### src/rtl/vsf_pkg.sv
package vsf_pkg;

    localparam int          NUM_SIZES  = 5;
    localparam int          BASE_EW    = 8;
    localparam logic [5:0]  PRIMARY_OP = 6'b000100;
    localparam logic [10:0] EXT_OP     = 11'b11001000010;

    typedef enum logic [2:0] {
        SZ_BYTE  = 3'd0,
        SZ_HALF  = 3'd1,
        SZ_WORD  = 3'd2,
        SZ_DWORD = 3'd3,
        SZ_QUAD  = 3'd4
    } elem_size_e;

    typedef struct packed {
        logic       ok;
        elem_size_e size;
        logic [4:0] dst;
        logic [4:0] src;
    } dec_info_t;

    function automatic int elem_width(input int k);
        return BASE_EW << k;
    endfunction

endpackage

### src/rtl/vsf_decode.sv
module vsf_decode
    import vsf_pkg::*;
(
    input  logic        in_valid,
    input  logic [31:0] instr,
    output dec_info_t   info
);

    logic [5:0]  prim_field;
    logic [10:0] ext_field;
    logic [4:0]  size_field;
    logic        size_legal;

    always_comb begin
        prim_field = instr[31:26];
        ext_field  = instr[10:0];
        size_field = instr[20:16];
        size_legal = (size_field < 5'(NUM_SIZES));

        info      = '0;
        info.dst  = instr[25:21];
        info.src  = instr[15:11];
        info.ok   = in_valid && (prim_field == PRIMARY_OP)
                    && (ext_field == EXT_OP) && size_legal;
        info.size = size_legal ? elem_size_e'(size_field[2:0]) : SZ_BYTE;
    end

endmodule

### src/rtl/vsf_fill.sv
module vsf_fill
    import vsf_pkg::*;
#(
    parameter int VEC_W = 128
) (
    input  logic [VEC_W-1:0] src_vec,
    input  elem_size_e       size_sel,
    output logic [VEC_W-1:0] fill_vec
);

    logic [VEC_W-1:0] cand [NUM_SIZES];

    for (genvar k = 0; k < NUM_SIZES; k++) begin : g_size
        localparam int EW = elem_width(k);
        localparam int NE = (EW <= VEC_W) ? (VEC_W / EW) : 0;
        if (NE == 0) begin : g_none
            assign cand[k] = '0;
        end else begin : g_lanes
            for (genvar e = 0; e < NE; e++) begin : g_lane
                assign cand[k][e*EW +: EW] = {EW{src_vec[e*EW + EW - 1]}};
            end
        end
    end

    always_comb begin
        fill_vec = '0;
        for (int k = 0; k < NUM_SIZES; k++) begin
            if (size_sel == elem_size_e'(k)) begin
                fill_vec = cand[k];
            end
        end
    end

endmodule

### src/rtl/vsf_out_stage.sv
module vsf_out_stage #(
    parameter int VEC_W = 128
) (
    input  logic             clk,
    input  logic             rst,
    input  logic             dec_valid,
    input  logic [VEC_W-1:0] fill_vec,
    output logic [VEC_W-1:0] result,
    output logic             out_valid
);

    typedef struct packed {
        logic             vld;
        logic [VEC_W-1:0] res;
    } stage_t;

    stage_t st_d, st_q;

    always_comb begin
        st_d     = st_q;
        st_d.vld = dec_valid;
        if (dec_valid) begin
            st_d.res = fill_vec;
        end
        if (rst) begin
            st_d = '0;
        end
    end

    always_ff @(posedge clk) begin
        st_q <= st_d;
    end

    assign result    = st_q.res;
    assign out_valid = st_q.vld;

    AST_LATENCY_VALID: assert property (@(posedge clk) disable iff (rst)
        dec_valid |=> out_valid);
    AST_IDLE_CLEARS_VALID: assert property (@(posedge clk) disable iff (rst)
        !dec_valid |=> !out_valid);
    AST_HOLD_RESULT: assert property (@(posedge clk) disable iff (rst)
        !dec_valid |=> $stable(result));

endmodule

### src/rtl/vec_sign_fill_unit.sv
module vec_sign_fill_unit
    import vsf_pkg::*;
#(
    parameter int VEC_W   = 128,
    parameter bit REG_OUT = 1'b1
) (
    input  logic             clk,
    input  logic             rst,
    input  logic             in_valid,
    input  logic [31:0]      instr,
    input  logic [VEC_W-1:0] src_vec,
    output logic             dec_valid,
    output logic [4:0]       dst_idx,
    output logic [4:0]       src_idx,
    output logic [VEC_W-1:0] result,
    output logic             out_valid
);

    dec_info_t        info;
    logic [VEC_W-1:0] fill_vec;

    vsf_decode u_decode (
        .in_valid (in_valid),
        .instr    (instr),
        .info     (info)
    );

    vsf_fill #(.VEC_W(VEC_W)) u_fill (
        .src_vec  (src_vec),
        .size_sel (info.size),
        .fill_vec (fill_vec)
    );

    assign dec_valid = info.ok;
    assign dst_idx   = info.dst;
    assign src_idx   = info.src;

    if (REG_OUT) begin : g_reg
        vsf_out_stage #(.VEC_W(VEC_W)) u_out (
            .clk       (clk),
            .rst       (rst),
            .dec_valid (info.ok),
            .fill_vec  (fill_vec),
            .result    (result),
            .out_valid (out_valid)
        );

        AST_QUAD_FILL: assert property (@(posedge clk) disable iff (rst)
            (dec_valid && instr[20:16] == 5'd4) |=>
            (((result == '0) || (&result)) && (result[0] == $past(src_vec[VEC_W-1]))));
    end else begin : g_comb
        assign result    = info.ok ? fill_vec : '0;
        assign out_valid = info.ok;
    end

    AST_OPCODE_MATCH: assert property (@(posedge clk) disable iff (rst)
        dec_valid |-> (in_valid && instr[31:26] == 6'b000100
                       && instr[10:0] == 11'b11001000010));
    AST_BAD_SIZE_REJECT: assert property (@(posedge clk) disable iff (rst)
        (instr[20:16] > 5'd4) |-> !dec_valid);

endmodule

### config.mk
export PLATFORM = sky130hd
export DESIGN_NAME = vec_sign_fill_unit
export DESIGN_NICKNAME = d
export VERILOG_FILES = /design/src/rtl/vsf_pkg.sv /design/src/rtl/vsf_decode.sv /design/src/rtl/vsf_fill.sv /design/src/rtl/vsf_out_stage.sv /design/src/rtl/vec_sign_fill_unit.sv
export SDC_FILE = /design/constraint.sdc
export NUM_CORES = 1
export LEC_CHECK = 0
export BUFFER_PORTS_ARGS = -buffer_cell sky130_fd_sc_hd__buf_2
export CAP_MARGIN = 30
export CORE_MARGIN = 4
export CORE_UTILIZATION = 35
export DETAILED_ROUTE_END_ITERATION = 8
export PLACE_DENSITY = 0.71
export SYNTH_ARGS = -nofsm -noshare
export SYNTH_HDL_FRONTEND = slang
export SYNTH_HIERARCHICAL = 1
export SYNTH_SLANG_ARGS = --single-unit
### constraint.sdc
create_clock -name clk -period 2.1 [get_ports clk]
set_input_delay 0.42 -clock clk [delete_from_list [all_inputs] [get_ports clk]]
set_output_delay 0.42 -clock clk [all_outputs]
set_load 0.02 [all_outputs]
# Word level (Yosys, flattened, before mapping)

Cells that the tools add are included.

Flip-flop bits (word level): 129
Logic and storage cells: 19

$lt $le $gt $ge: 1
Equal/unequal tests: 6
Multiplexer cells: 6
Reductions and logical operators: 4

Operator list:

| cell                   | count |
|---|---|
| $mux W128              | 5 |
| $eq A11 B11 Y1 const B | 1 |
| $eq A3 B2 Y1 const B   | 2 |
| $eq A6 B3 Y1 const B   | 1 |
| $lt A5 B3 Y1 const B   | 1 |
| $eq A3 B1 Y1 const B   | 1 |
| $eq A3 B3 Y1 const B   | 1 |
| $logic_and A1 B1 Y1    | 3 |
| $logic_not A3 Y1       | 1 |
| $mux W3                | 1 |

# Depth between registers and ports, before layout

Gate-level depths: netlist of the first run.

Word-level depth: 8
Gate-level depth with buffers: 9
Mapped depth without buffers: 7

# Modules after synthesis

Netlist of the first run, hierarchy kept.

Modules (own cells, without submodules):

| module        | times used | cells each | area each (µm²) | seq. area each (µm²) |
|---|---|---|---|---|
| vsf_out_stage | 1          | 415        | 4,667.0         | 2,582.5 |
| vsf_fill      | 1          | 167        | 1,206.2         | 0.0 |
| vsf_decode    | 1          | 23         | 175.2           | 0.0 |

# Worst setup path before layout of the first run

OpenSTA, ideal clock, no wires.

Kind: input -> register
From: input instr[17]
To: register g_reg.u_out.st_q, in the netlist g_reg.u_out/result[100]
Library setup time: 0.065 ns
Data arrival time: 2.050 ns
Required time: 2.035 ns
Setup slack: -0.015 ns
Stages on the path: 8
Buffers on the path: 2
Path through: o21ai_1 -> and3_1 -> buf_6 -> a211oi_1 -> o31ai_1 -> buf_4 -> mux2i_1 -> nor2_1

RTL lines:

| item                   | line                     | RTL |
|---|---|---|
| start: declaration     | vec_sign_fill_unit.sv:10 | `input logic [31:0] instr,` |
| end signal: assignment | vsf_out_stage.sv:31      | `st_q <= st_d;` |
| end: declaration       | vsf_out_stage.sv:17      | `stage_t st_d, st_q;` |

# Final worst setup path of the first run

From: input instr[17]
To: output dec_valid

Word-level cells in the longest chain between the ends: 2

Ends and longest elaborated chain:

| item                | line                     | RTL |
|---|---|---|
| $lt A5 B3 Y1        | vsf_decode.sv:18         | `size_legal = (size_field < 5'(NUM_SIZES));` |
| $logic_and A1 B1 Y1 | vsf_decode.sv:24         | `&& (ext_field == EXT_OP) && size_legal;` |
| end: declaration    | vec_sign_fill_unit.sv:12 | `output logic dec_valid,` |

No other way between the ends.

==> summary.md, run 1 <==
| Metric | Value |
|---|---|
| Crit path from | `instr[17]` |
| Fin crit share | `93.1%` |
| Core area | `approximately 17000 um^2` |
| Clock-pin slew on the worst setup and hold paths | `50 ps` |
| Worst Skew | `0 ps` |
| RSZ-0062 raised after global routing | `no` |
| Worst slew margin | `55.7%` |
| Port bufs | `170` |
| Final Max Tran Viols | `0` |
| Final instance area | `slightly above 7000 um^2` |
| Post-synth top area share | `42.7%` |
| TritonCTS Buffers | `17` |
| Remaining DRCs | `0` |
| Netlist Area Pre-Place | `6050 um^2` |
| Synth Area in Simple Gates | `11.2%` |
| Xor/xnor share of the synthesized area | `0%` |
| Synth top area cells | `dfxtp_1 (43%), mux2i_1 (22%), buf_4 (15%)` |
| Synthesized Nets | `768` |
| Final hold vios | `0` |
| Largest family of logic cells by synthesized area | `multiplexers` |
| R2R Path Start | `g_reg.u_out/result[50]$_SDFFE_PP0P_` |
| Initial antenna violation count | `2` |
| Final wirelength | `12.9 mm` |
| Startpoint types | `input port` |
| Share of cells above drive strength 1 | `a little under two fifths` |
| Setup crit end kind | `output port` |
| Post-synthesis sequential area ratio | `42.7%` |
| Synth Area in Adders | `0%` |
| Crit path DAT | `1540 ps` |
| First-pass GRT wire length | `around 21 mm` |
| Worst-skew pair later-pin latency | `400 ps` |
| R2R Path End | `g_reg.u_out/result[50]$_SDFFE_PP0P_` |
| Deepest clock path buffer count | `2` |
| CTS tree | `yes` |
| Total Routing Usage GR | `13.4%` |
| Hold depth | `2` |
| CP peak stage delay | `230 ps` |
| Synth Area per Inst | `around 10 um^2` |
| Crit path required time | `1680 ps` |
| Min-delay worst type | `register to register` |
| DIE WIDTH | `139 um` |
| Max-cap viol count | `0` |
| Die Ht | `139 um` |
| Reg2reg path depth | `2` |
| Standard-cell row count | `47` |
| DPL Wire Length | `9.13 mm` |
| Complex-gate fraction of the synthesized area | `under 10%` |
| Vias per cell | `4.43` |
| Layout area overhead | `16.3%` |
| Placement Cell Area | `approximately 6400 um^2` |
| Inst Count DP | `875` |
| Starting Density | `between 30% and 40%` |
| Critical path class | `input port to output port` |
| Vias in the first global route | `~4000` |
| Gr ovfl total | `0` |
| Lkg Pwr | `just over 3 nW` |
| Total number of vias | `4034` |
| Yosys top cell by area | `dfxtp_1` |
| Clk sinks | `129` |
| Placer Congestion | `roughly 0.7` |
| CTS root buffer | `clkbuf_16` |
| Pwr per Cell Area | `811 nW/um^2` |
| Reg2reg setup slack | `~1400 ps` |
| Num ports | `slightly above 300` |
| CP max FO | `3` |
| Finished Layout Cells | `910` |
| Hold path start | `g_reg.u_out/result[117]$_SDFFE_PP0P_` |
| CP most frequent cell | `buf_2` |
| Htree depth | `4` |
| Crit-path cells | `buf_2 > o21ai_1 > buf_4 > nand4_1 > nor3_4 > buf_12 > buf_2` |
| Largest net degree at the start of global routing | `130` |
| Peak Freq | `0.511 GHz` |
| Mux share of post-synthesis cell area | `between 20% and 30%` |
| Min-Delay Endpoint | `g_reg.u_out/result[117]$_SDFFE_PP0P_` |
| Nets | `839` |
| Status | `finished clean` |
| Worst VDD drop | `0.000510 V` |
| Die area | `19400 um^2` |
| Post-synthesis register bit count | `129` |
| First-iteration detailed-routing DRC count | `107` |
| Power Total | `5.71 mW` |
| Fin crit period | `1960 ps` |
| Routed length per instance | `approximately 14 um` |
| Final ANT Viol Nets | `0` |
| Synth warn | `6` |
| Final core occ | `42.0%` |
| Mapped Cells | `605` |
| Yosys cell types | `35` |
| Crit-path slowest cell | `nor3_4` |
| Slew @ Worst Pin | `about 660 ps` |
| Setup Viol. Count Final | `0` |
| DR pass1 iterations | `4` |
sequential cells by signal, summed over array words and instances, names as in the netlist:
signal / flops
g_reg.u_out/result: 128
g_reg.u_out/out_valid: 1
power by group:
| group | total, mW | internal (mW) | switching [mW] |
|---|---|---|---|
| sequential | 2.45 | 2.45 | 0.000000925 |
| combinational | 0.266 | 0.0970 | 0.169 |
| clock | 2.99 | 1.95 | 1.04 |
| total | 5.71 | 4.50 | 1.21 |
metal layers:
metal	global-route usage (%)	wire (um)
met5	0	14
met4	3.71	129
met3	5.52	1030
met2	21.6	6120
met1	16.5	5650
layout make-up:
type	count	area (um^2)
diodes	1	2.50
clock buffers	22	474
fillers	1648	9720
flip-flops and latches	129	2580
inverters	1	3.75
repair buffers	207	1300
clock inverters	10	133
multi-input cells	320	2270
well taps	220	275
worst max path at each step:
stage / slack [ps] / depth (start not counted) / end
2_1_floorplan: 30 / 8 / g_reg.u_out/result[73]$_SDFFE_PP0P_
3_3_place_gp: -270 / 8 / g_reg.u_out/result[8]$_SDFFE_PP0P_
3_5_place_dp: -360 / 8 / g_reg.u_out/result[89]$_SDFFE_PP0P_
4_1_cts: 30 / 7 / dec_valid
5_1_grt: 6 / 7 / dec_valid
6_report: 140 / 7 / dec_valid
cell usage after synthesis, drive strengths merged:
cell,number
nor4,1
and3,3
o31ai,5
o21ai,4
a22oi,1
buf,142
nand2,9
mux2i,134
and4bb,2
and2,1
inv,1
mux2,2
o22ai,3
o21a,1
dfxtp,129
a31oi,2
nand4b,1
and3b,1
nor2b,5
nor4b,1
a211oi,1
clkbuf,13
nor2,132
a21oi,7
nor3,2
a21boi,1
nand4,1
cells in the final DEF, fill, tap and decap left out, types with 2 or more instances in the layout:
cell	count
o21ai_1	3
a31oi_1	2
dfxtp_1	129
mux2_1	2
o22ai_2	2
clkbuf_16	17
a21oi_1	4
clkinv_2	4
clkbuf_1	2
o31ai_2	4
nand2_1	8
buf_2	169
clkbuf_8	3
and3_1	2
buf_12	13
bufinv_16	3
buf_4	24
nor2b_1	5
clkinvlp_4	3
a21oi_2	3
nor2_1	131
mux2i_1	134
cells by family (layout without fill, tap and decap cells):
kind of cell,Yosys count,after routing
muxes,136,136
other,0,1
buffers and inverters,156,240
AOI/OAI and AO/OA,25,25
and+or+nand+nor,159,159
DFF,129,129
critical path: cells and delay by family:
| family | cells | cell delay [ps] |
|---|---|---|
| AOI/OAI and AO/OA | 1 | 180 |
| buffers and inverters | 4 | 520 |
| and+or+nand+nor | 2 | 410 |
through the flow:
stage / hold slack [ps] / worst slack, ps / setup TNS [ps]
3_3_place_gp: 467 / -269 / -22590
3_5_place_dp: 475 / -362 / -28920
4_1_cts: 488 / 32.4 / 0
2_1_floorplan: 583 / 30.8 / 0
6_report: 484 / 144 / 0
5_1_grt: 516 / 5.83 / 0
repair_timing:
| action | in CTS | in global routing |
|---|---|---|
| hold buffers | 0 | 0 |
| pin swaps | 2 | 1 |
| setup buffers | 2 | 0 |
| resized for setup | 0 | 8 |
| endpoints found under the setup margin | 1 | 69 |
Power figures use the tool's default switching activity.
==> run 2: changes to the inputs <==
- CORE_AREA: unset -> 4 4 117 119
- CORE_MARGIN: 4 -> unset
- CORE_UTILIZATION: 35 -> unset
- DIE_AREA: unset -> 0 0 121 123
- PLACE_DENSITY: 0.71 -> 0.57
- RECOVER_POWER: unset -> 50
- SYNTH_HIERARCHICAL: 1 -> unset
==> summary.md, run 2 <==
| Metric | Value |
|---|---|
| Status | `finished clean` |
| First-iteration detailed-routing DRC count | `62 (-42%)` |
| Final wirelength | `6.64 mm (-49%)` |
| Initial antenna violation count | `1 (-1)` |
| TritonCTS Buffers | `3 (-14)` |
| Power Total | `0.864 mW (-85%)` |
| DPL Wire Length | `5.59 mm (-39%)` |
| Final worst setup slack | `140 ps (-3.73 ps)` |
| Synth top area cells | `buf_4 (43%), dfxtp_1 (16%), a211oi_1 (3.8%)` |
| Remaining DRCs | `0 (unchanged)` |
| Critical path class | `input port to output port` |
| Main synth FF type | `dfxtp_1` |
| Synth warn | `0 (-6)` |
| Uppermost routed layer | `met5` |
| Largest family of logic cells by synthesized area | `buffers and inverters` |
| Slew @ Worst Pin | `514 ps (-147 ps)` |
| CP most frequent cell | `buf_2` |
| Yosys top cell by area | `buf_4` |
| Complex-gate fraction of the synthesized area | `20.2% (+18 points)` |
| Worst path bufs/invs | `4 (unchanged)` |
| Xor/xnor share of the synthesized area | `0% (unchanged)` |
| Startpoint types | `input port` |
| Crit path max-delay family | `simple AND/OR/NAND/NOR gates` |
| Post-synth top cells | `buf_4 (123), dfxtp_1 (17), a21oi_1 (15)` |
| Synth Area in Adders | `0% (unchanged)` |
| # Post-CTS Setup Buffers | `0 (-2)` |
| Post-synthesis register bit count | `17 (-87%)` |
| CP peak stage delay | `300 ps (+70 ps)` |
| Layout area overhead | `6.94%` |
| Starting Density | `17.2% (-19 points)` |
| Final hold vios | `0 (unchanged)` |
| Worst Skew | `0 ps (unchanged)` |
| Standard-cell row count | `41 (-13%)` |
| Synth async-reset ratio | `0% (unchanged)` |
| Final Max Tran Viols | `0 (unchanged)` |
| Number of flip-flops in the largest register | `16 (-88%)` |
| Final core occ | `18.4% (-24 points)` |
| Share of cells above drive strength 1 | `39.6% (+2.6 points)` |
| Synth Area in Simple Gates | `15.5% (+4.3 points)` |
| Synthesized Nets | `439 (-43%)` |
| Crit-path cells | `buf_2 > nor4b_2 > buf_4 > and4_1 > nand2_1 > inv_1 > buf_2` |
| Post-synth EDFFs | `0 (unchanged)` |
| CP max FO | `2 (-1)` |
| Gr ovfl total | `0 (unchanged)` |
| Met3 WL post-DR | `572 um (-45%)` |
| CTS root buffer | `clkbuf_16` |
| First-pass GRT wire length | `9.04 mm (-57%)` |
| Total Routing Usage GR | `7.79% (-5.6 points)` |
| Metal2 WL | `3.17 mm (-48%)` |
| Total negative slack | `0 ps (unchanged)` |
| Most frequent cells in the layout | `buf_2 (102), clkbuf_1 (68), dfxtp_1 (17)` |
| Crit-path slowest cell | `nor4b_2` |
| Synth Area per Inst | `7.84 um^2 (-22%)` |
| Mapped Cells | `276 (-54%)` |
| RSZ-0062 raised after global routing | `no` |
| CTS tree | `yes` |
| Max-cap viol count | `0 (unchanged)` |
| Crit path required time | `1680 ps (about the same)` |
| Peak Freq | `0.510 GHz (-0.19%)` |
| Port bufs | `170 (unchanged)` |
| Commonest non-fill, non-tap cell in the layout | `buf_2` |
| Worst slew margin | `65.4% (+9.7 points)` |
| Core area | `12600 um^2 (-25%)` |
| Pwr per Cell Area | `373 nW/um^2 (-54%)` |
| DR pass1 iterations | `4 (unchanged)` |
| Crit path DAT | `1540 ps (about the same)` |
| Post-synthesis sequential area ratio | `15.7% (-27 points)` |
| Clock-pin slew on the worst setup and hold paths | `50 ps (about the same)` |
| Fin crit share | `93.3% (+0.18 points)` |
| Placer Congestion | `0.815 (+14%)` |
| Fin crit period | `1960 ps (+3.73 ps)` |
| Worst VDD drop | `0.000210 V (-59%)` |
| Setup Viol. Count Final | `0 (unchanged)` |
| Vias in the first global route | `1598 (-60%)` |
| Largest net degree at the start of global routing | `20 (-85%)` |
| Setup crit end kind | `output port` |
| Final ANT Viol Nets | `0 (unchanged)` |
| Deepest clock path buffer count | `2 (unchanged)` |
| Cts hold-fix bufs | `0 (unchanged)` |
| Routed length per instance | `13.4 um (-5.7%)` |
| Finished Layout Cells | `495 (-46%)` |
| Vias per cell | `3.88 (-12%)` |
| Post-synth top area share | `42.7% (about the same)` |
| M1 WL | `2.80 mm (-50%)` |
| Min-delay worst type | `input port to register` |
| Die area | `14900 um^2 (-23%)` |
| Lkg Pwr | `1.04 nW (-66%)` |
| Nets | `487 (-42%)` |
| Pre-CTS setup slack | `7.68 ps (+370 ps)` |
| Most instantiated library cell after synthesis | `buf_4` |
| Inst Count DP | `491 (-44%)` |
| Die Ht | `123 um (-12%)` |
| Htree depth | `1 (-3)` |
| Clk sinks | `17 (-87%)` |
| Fillers | `1450 (-12%)` |
| Mux share of post-synthesis cell area | `1.91% (-21 points)` |
| DIE WIDTH | `121 um (-13%)` |
| Num ports | `303 (unchanged)` |
| Worst-skew pair later-pin latency | `240 ps (-160 ps)` |
| Total number of vias | `1923 (-52%)` |
| Netlist Area Pre-Place | `2160 um^2 (-64%)` |
| Yosys cell types | `52 (+49%)` |
| # diodes | `0 (-1)` |
## run 2: cell count changes in the layout (fill, tap and decap cells not counted), sizes merged, moves of 5 or more
cell and delta:
a211oi +11, mux2i -131, dfxtp -112, clkbuf +49
a21oi +8, buf -95, a221oi +5, nor2 -126
## run 2: final cells by class
cell class | instances | area, um^2 | area share, %
Multi-Input combinational cell | 117 | 820 | 35.4
Tap cell | 172 | 215 | 9.30
Inverter | 5 | 18.8 | 0.811
Sequential cell | 17 | 340 | 14.7
Clock inverter | 1 | 5.00 | 0.216
Clock buffer | 3 | 75.1 | 3.24
Timing Repair Buffer | 180 | 841 | 36.3
## run 2: repair_timing
item / 4_1_cts / 5_1_grt
hold endpoints to repair: 0 / 0
endpoints found under the setup margin: 0 / 1
resized for setup: 0 / 1
## run 2: path summary, 6_finish.rpt
| path | start | to | slack (ps) | cells after the start |
|---|---|---|---|---|
| hold reg to reg | g_reg.u_out.result[111]$_SDFFE_PP0P_ | g_reg.u_out.result[111]$_SDFFE_PP0P_ | 570 | 2 |
| setup reg to reg | g_reg.u_out.result[87]$_SDFFE_PP0P_ | g_reg.u_out.result[87]$_SDFFE_PP0P_ | 1200 | 2 |
| setup / recovery | instr[26] | dec_valid | 140 | 7 |
| hold / removal | src_vec[119] | g_reg.u_out.result[119]$_SDFFE_PP0P_ | 440 | 3 |
## run 2: report_power, final
part / total, mW / switching (mW) / internal [mW]
clock network: 0.379 / 0.124 / 0.255
registers: 0.323 / 0.000000848 / 0.323
logic: 0.163 / 0.0900 / 0.0728
total: 0.864 / 0.214 / 0.650
## run 2: cell families (layout without fill, tap and decap cells)
family,after synthesis,in the layout
muxes,4,4
AOI/OAI and AO/OA,59,59
buffers and inverters,142,189
DFF,17,17
and+or+nand+nor,54,54
## run 2: layer usage
metal	vias to the layer above	GRT usage, %
li1	942	-
met1	870	10.1
met2	97	13.2
met3	12	1.28
met4	2	2.62
met5	-	0
## run 2: per-stage QoR
stage	instance area [um^2]	hold slack [ps]
after global routing	2310	444
final	2310	437
after detailed placement	2310	559
after global placement	2310	549
after floorplan	2160	561
after CTS	2390	437
## run 2: worst reg2reg max path, delay by kind of cell, from the launching register on
| family | cells | cell delay (ps) |
|---|---|---|
| AOI/OAI and AO/OA | 1 | 270 |
| DFF | 1 | 470 |
| buffers and inverters | 1 | 80 |
==> run 3: changes to the inputs <==
- ABC_AREA: unset -> 1
- CORE_AREA: 4 4 117 119 -> 4 4 116 118
- DIE_AREA: 0 0 121 123 -> 0 0 120 122
- PLACE_DENSITY: 0.57 -> 0.55
- clock period: 2.1 -> 1.9 ns (I/O delays scaled with it)
==> summary.md, run 3 <==
| Metric | Value |
|---|---|
| Status | `finished clean` |
| Critical path class | `input port to output port` |
| Largest family of logic cells by synthesized area | `buffers and inverters` |
| Vias in the first global route | `1492 (-6.6%)` |
| Main synth FF type | `dfxtp_1` |
| Fin crit period | `1690 ps` |
| Gr ovfl total | `0 (unchanged)` |
| Die Ht | `122 um (-0.81%)` |
| Core area | `12500 um^2 (-0.82%)` |
| Startpoint types | `input port` |
| Final ANT Viol Nets | `0 (unchanged)` |
| Final wirelength | `5.94 mm (-10%)` |
| Peak Freq | `about 0.59 GHz` |
| Worst-skew pair later-pin latency | `240 ps (about the same)` |
| Slew @ Worst Pin | `692 ps (+179 ps)` |
| Switching Fraction | `22.8% (-1.9 points)` |
| Final core occ | `17.4% (-1.1 points)` |
| Most frequent cells in the layout | `buf_2 (103), clkbuf_1 (68), nand2_1 (53)` |
| Yosys cell types | `18 (-65%)` |
| Remaining DRCs | `0 (unchanged)` |
| DR pass1 iterations | `4 (unchanged)` |
| P_int | `0.693 mW (+6.6%)` |
| Mux share of post-synthesis cell area | `0% (-1.9 points)` |
| Routed length per instance | `11.2 um (-17%)` |
| Synthesized Nets | `472 (+7.5%)` |
| Clock power frac | `47.1% (+3.3 points)` |
| Worst Skew | `0 ps (unchanged)` |
| DIE WIDTH | `120 um (-0.83%)` |
| Post-synth EDFFs | `0 (unchanged)` |
| Crit path DAT | `1310 ps (-230 ps)` |
| Clk sinks | `17 (unchanged)` |
| Netlist Area Pre-Place | `2030 um^2 (-6.4%)` |
| Inst Count DP | `528 (+7.5%)` |
| Worst VDD drop | `0.000324 V (+54%)` |
| Final hold vios | `0 (unchanged)` |
| Total number of vias | `1824 (-5.1%)` |
| Synth top area cells | `buf_4 (46%), dfxtp_1 (17%), nand2_1 (9.8%)` |
| Most instantiated library cell after synthesis | `buf_4` |
| Post-synth top area share | `45.6% (+2.9 points)` |
| Final Max Tran Viols | `0 (unchanged)` |
| Finished Layout Cells | `532 (+7.5%)` |
| Deepest clock path buffer count | `2 (unchanged)` |
| Port bufs | `170 (unchanged)` |
| Complex-gate fraction of the synthesized area | `6.30% (-14 points)` |
| Max-cap viol count | `0 (unchanged)` |
| Total Routing Usage GR | `7.28% (-0.50 points)` |
| Number of flip-flops in the largest register | `16 (unchanged)` |
| Setup Viol. Count Final | `0 (unchanged)` |
| Yosys top cell by area | `buf_4` |
| CTS tree | `yes` |
| Flop pwr share | `39.7% (+2.3 points)` |
| TritonCTS Buffers | `3 (unchanged)` |
| Die area | `14600 um^2 (-1.6%)` |
| Synth warn | `0 (unchanged)` |
| Starting Density | `16.3% (-0.96 points)` |
| RSZ-0062 raised after global routing | `no` |
| Post-synthesis sequential area ratio | `16.8% (+1.1 points)` |
| Clock-pin slew on the worst setup and hold paths | `50 ps (about the same)` |
| First-pass GRT wire length | `8.33 mm (-7.9%)` |
| Htree depth | `1 (unchanged)` |
| Largest net degree at the start of global routing | `14 (-30%)` |
| Worst slew margin | `53.6% (-12 points)` |
| Commonest non-fill, non-tap cell in the layout | `buf_2` |
| Switching Power | `0.205 mW (-4.2%)` |
| Pre-CTS setup slack | `207 ps (+199 ps)` |
| Lkg Pwr | `1.17 nW (+13%)` |
| Mapped Cells | `309 (+12%)` |
| Share of cells above drive strength 1 | `33.6% (-6.0 points)` |
| Synth Area in Adders | `0% (unchanged)` |
| Comb power frac | `13.2% (-5.6 points)` |
| Pwr per Cell Area | `415 nW/um^2 (+11%)` |
| CTS root buffer | `clkbuf_16` |
| DPL Wire Length | `5.09 mm (-8.9%)` |
| Synth Area per Inst | `6.56 um^2 (-16%)` |
| Xor/xnor share of the synthesized area | `0% (unchanged)` |
| Min-delay worst type | `input port to register` |
| CP max FO | `8 (+6)` |
| Placer Congestion | `0.800 (-1.8%)` |
| Power Total | `0.898 mW (+4.0%)` |
| Synth Area in Simple Gates | `26.1% (+11 points)` |
| Crit path required time | `1520 ps (-160 ps)` |
| First-iteration detailed-routing DRC count | `63 (+1.6%)` |
| # diodes | `0 (unchanged)` |
| Cts hold-fix bufs | `0 (unchanged)` |
| Post-cts resize count | `0 (unchanged)` |
| Final worst setup slack | `215 ps (+74.2 ps)` |
| Fin crit share | `roughly 90%` |
| Post-synthesis register bit count | `17 (unchanged)` |
| Standard-cell row count | `41 (unchanged)` |
| Num ports | `303 (unchanged)` |
| Layout area overhead | `6.73%` |
| Synth async-reset ratio | `0% (unchanged)` |
| Total negative slack | `0 ps (unchanged)` |
| Vias per cell | `3.43 (-12%)` |
| Post-synth top cells | `buf_4 (123), nand2_1 (53), nor2_1 (32)` |
| Nets | `524 (+7.6%)` |
| Setup crit end kind | `output port` |
| Initial antenna violation count | `2 (+1)` |
| # Post-CTS Setup Buffers | `0 (unchanged)` |
run 3: changes by cell type in the layout (fill, tap and decap cells not counted), moves of 8 or more:
cell	delta
nand2_1	+41
nor2_1	+27
nand3_1	+18
inv_1	+17
a211oi_1	-11
a21oi_1	-8
buf_4	-8
o21ai_0	+8
run 3: cells by family after synthesis:
logic type,count (synthesis)
compound gates,23
buf+inv,149
flops,17
simple gates,120
run 3: final cells by class:
class                   count  area, um^2
inverters                  24        90.1
fillers                  1522       10300
multi-input cells         143         657
clock buffers               4        78.8
repair buffers            172         782
well taps                 172         215
flip-flops and latches     17         340
run 3: critical path: stages:
cell,delay (ps)
buf_2,110
nor2_4,210
inv_2,50
a21oi_2,110
nand2_2,80
nor2_4,150
buf_2,210
run 3: worst paths after layout:
check | depth (start not counted) | startpoint | slack (ps) | to
worst max-delay path | 7 | instr[20] | 210 | dec_valid
worst min-delay path | 2 | rst | 380 | g_reg.u_out.result[95]$_SDFFE_PP0P_
worst max register to register | 4 | g_reg.u_out.result[95]$_SDFFE_PP0P_ | 1090 | g_reg.u_out.result[95]$_SDFFE_PP0P_
worst min register to register | 2 | g_reg.u_out.result[79]$_SDFFE_PP0P_ | 560 | g_reg.u_out.result[79]$_SDFFE_PP0P_
run 3: routing by layer:
metal  vias to the layer above  wire [um]  GRT usage [%]
li1                        942          -              -
met1                       755       2450           9.33
met2                       111       2600           11.5
met3                        12        822           3.25
met4                         4         56           1.29
met5                         -         19              0
run 3: through the flow:
| stage | cell area [um^2] | hold WS, ps |
|---|---|---|
| finish | 2160 | 381 |
| global route | 2160 | 400 |
| CTS | 2250 | 379 |
| detailed placement | 2170 | 561 |
| global placement | 2170 | 559 |
| floorplan | 2030 | 442 |
run 3: power groups by stage:
stage	Combinational (mW)	Clock [mW]	Sequential (mW)
2_1_floorplan	0.0861	0	0.364
3_3_place_gp	0.119	0	0.364
3_5_place_dp	0.119	0	0.364
4_1_cts	0.119	0.440	0.356
5_1_grt	0.137	0.457	0.356
6_report	0.118	0.424	0.357
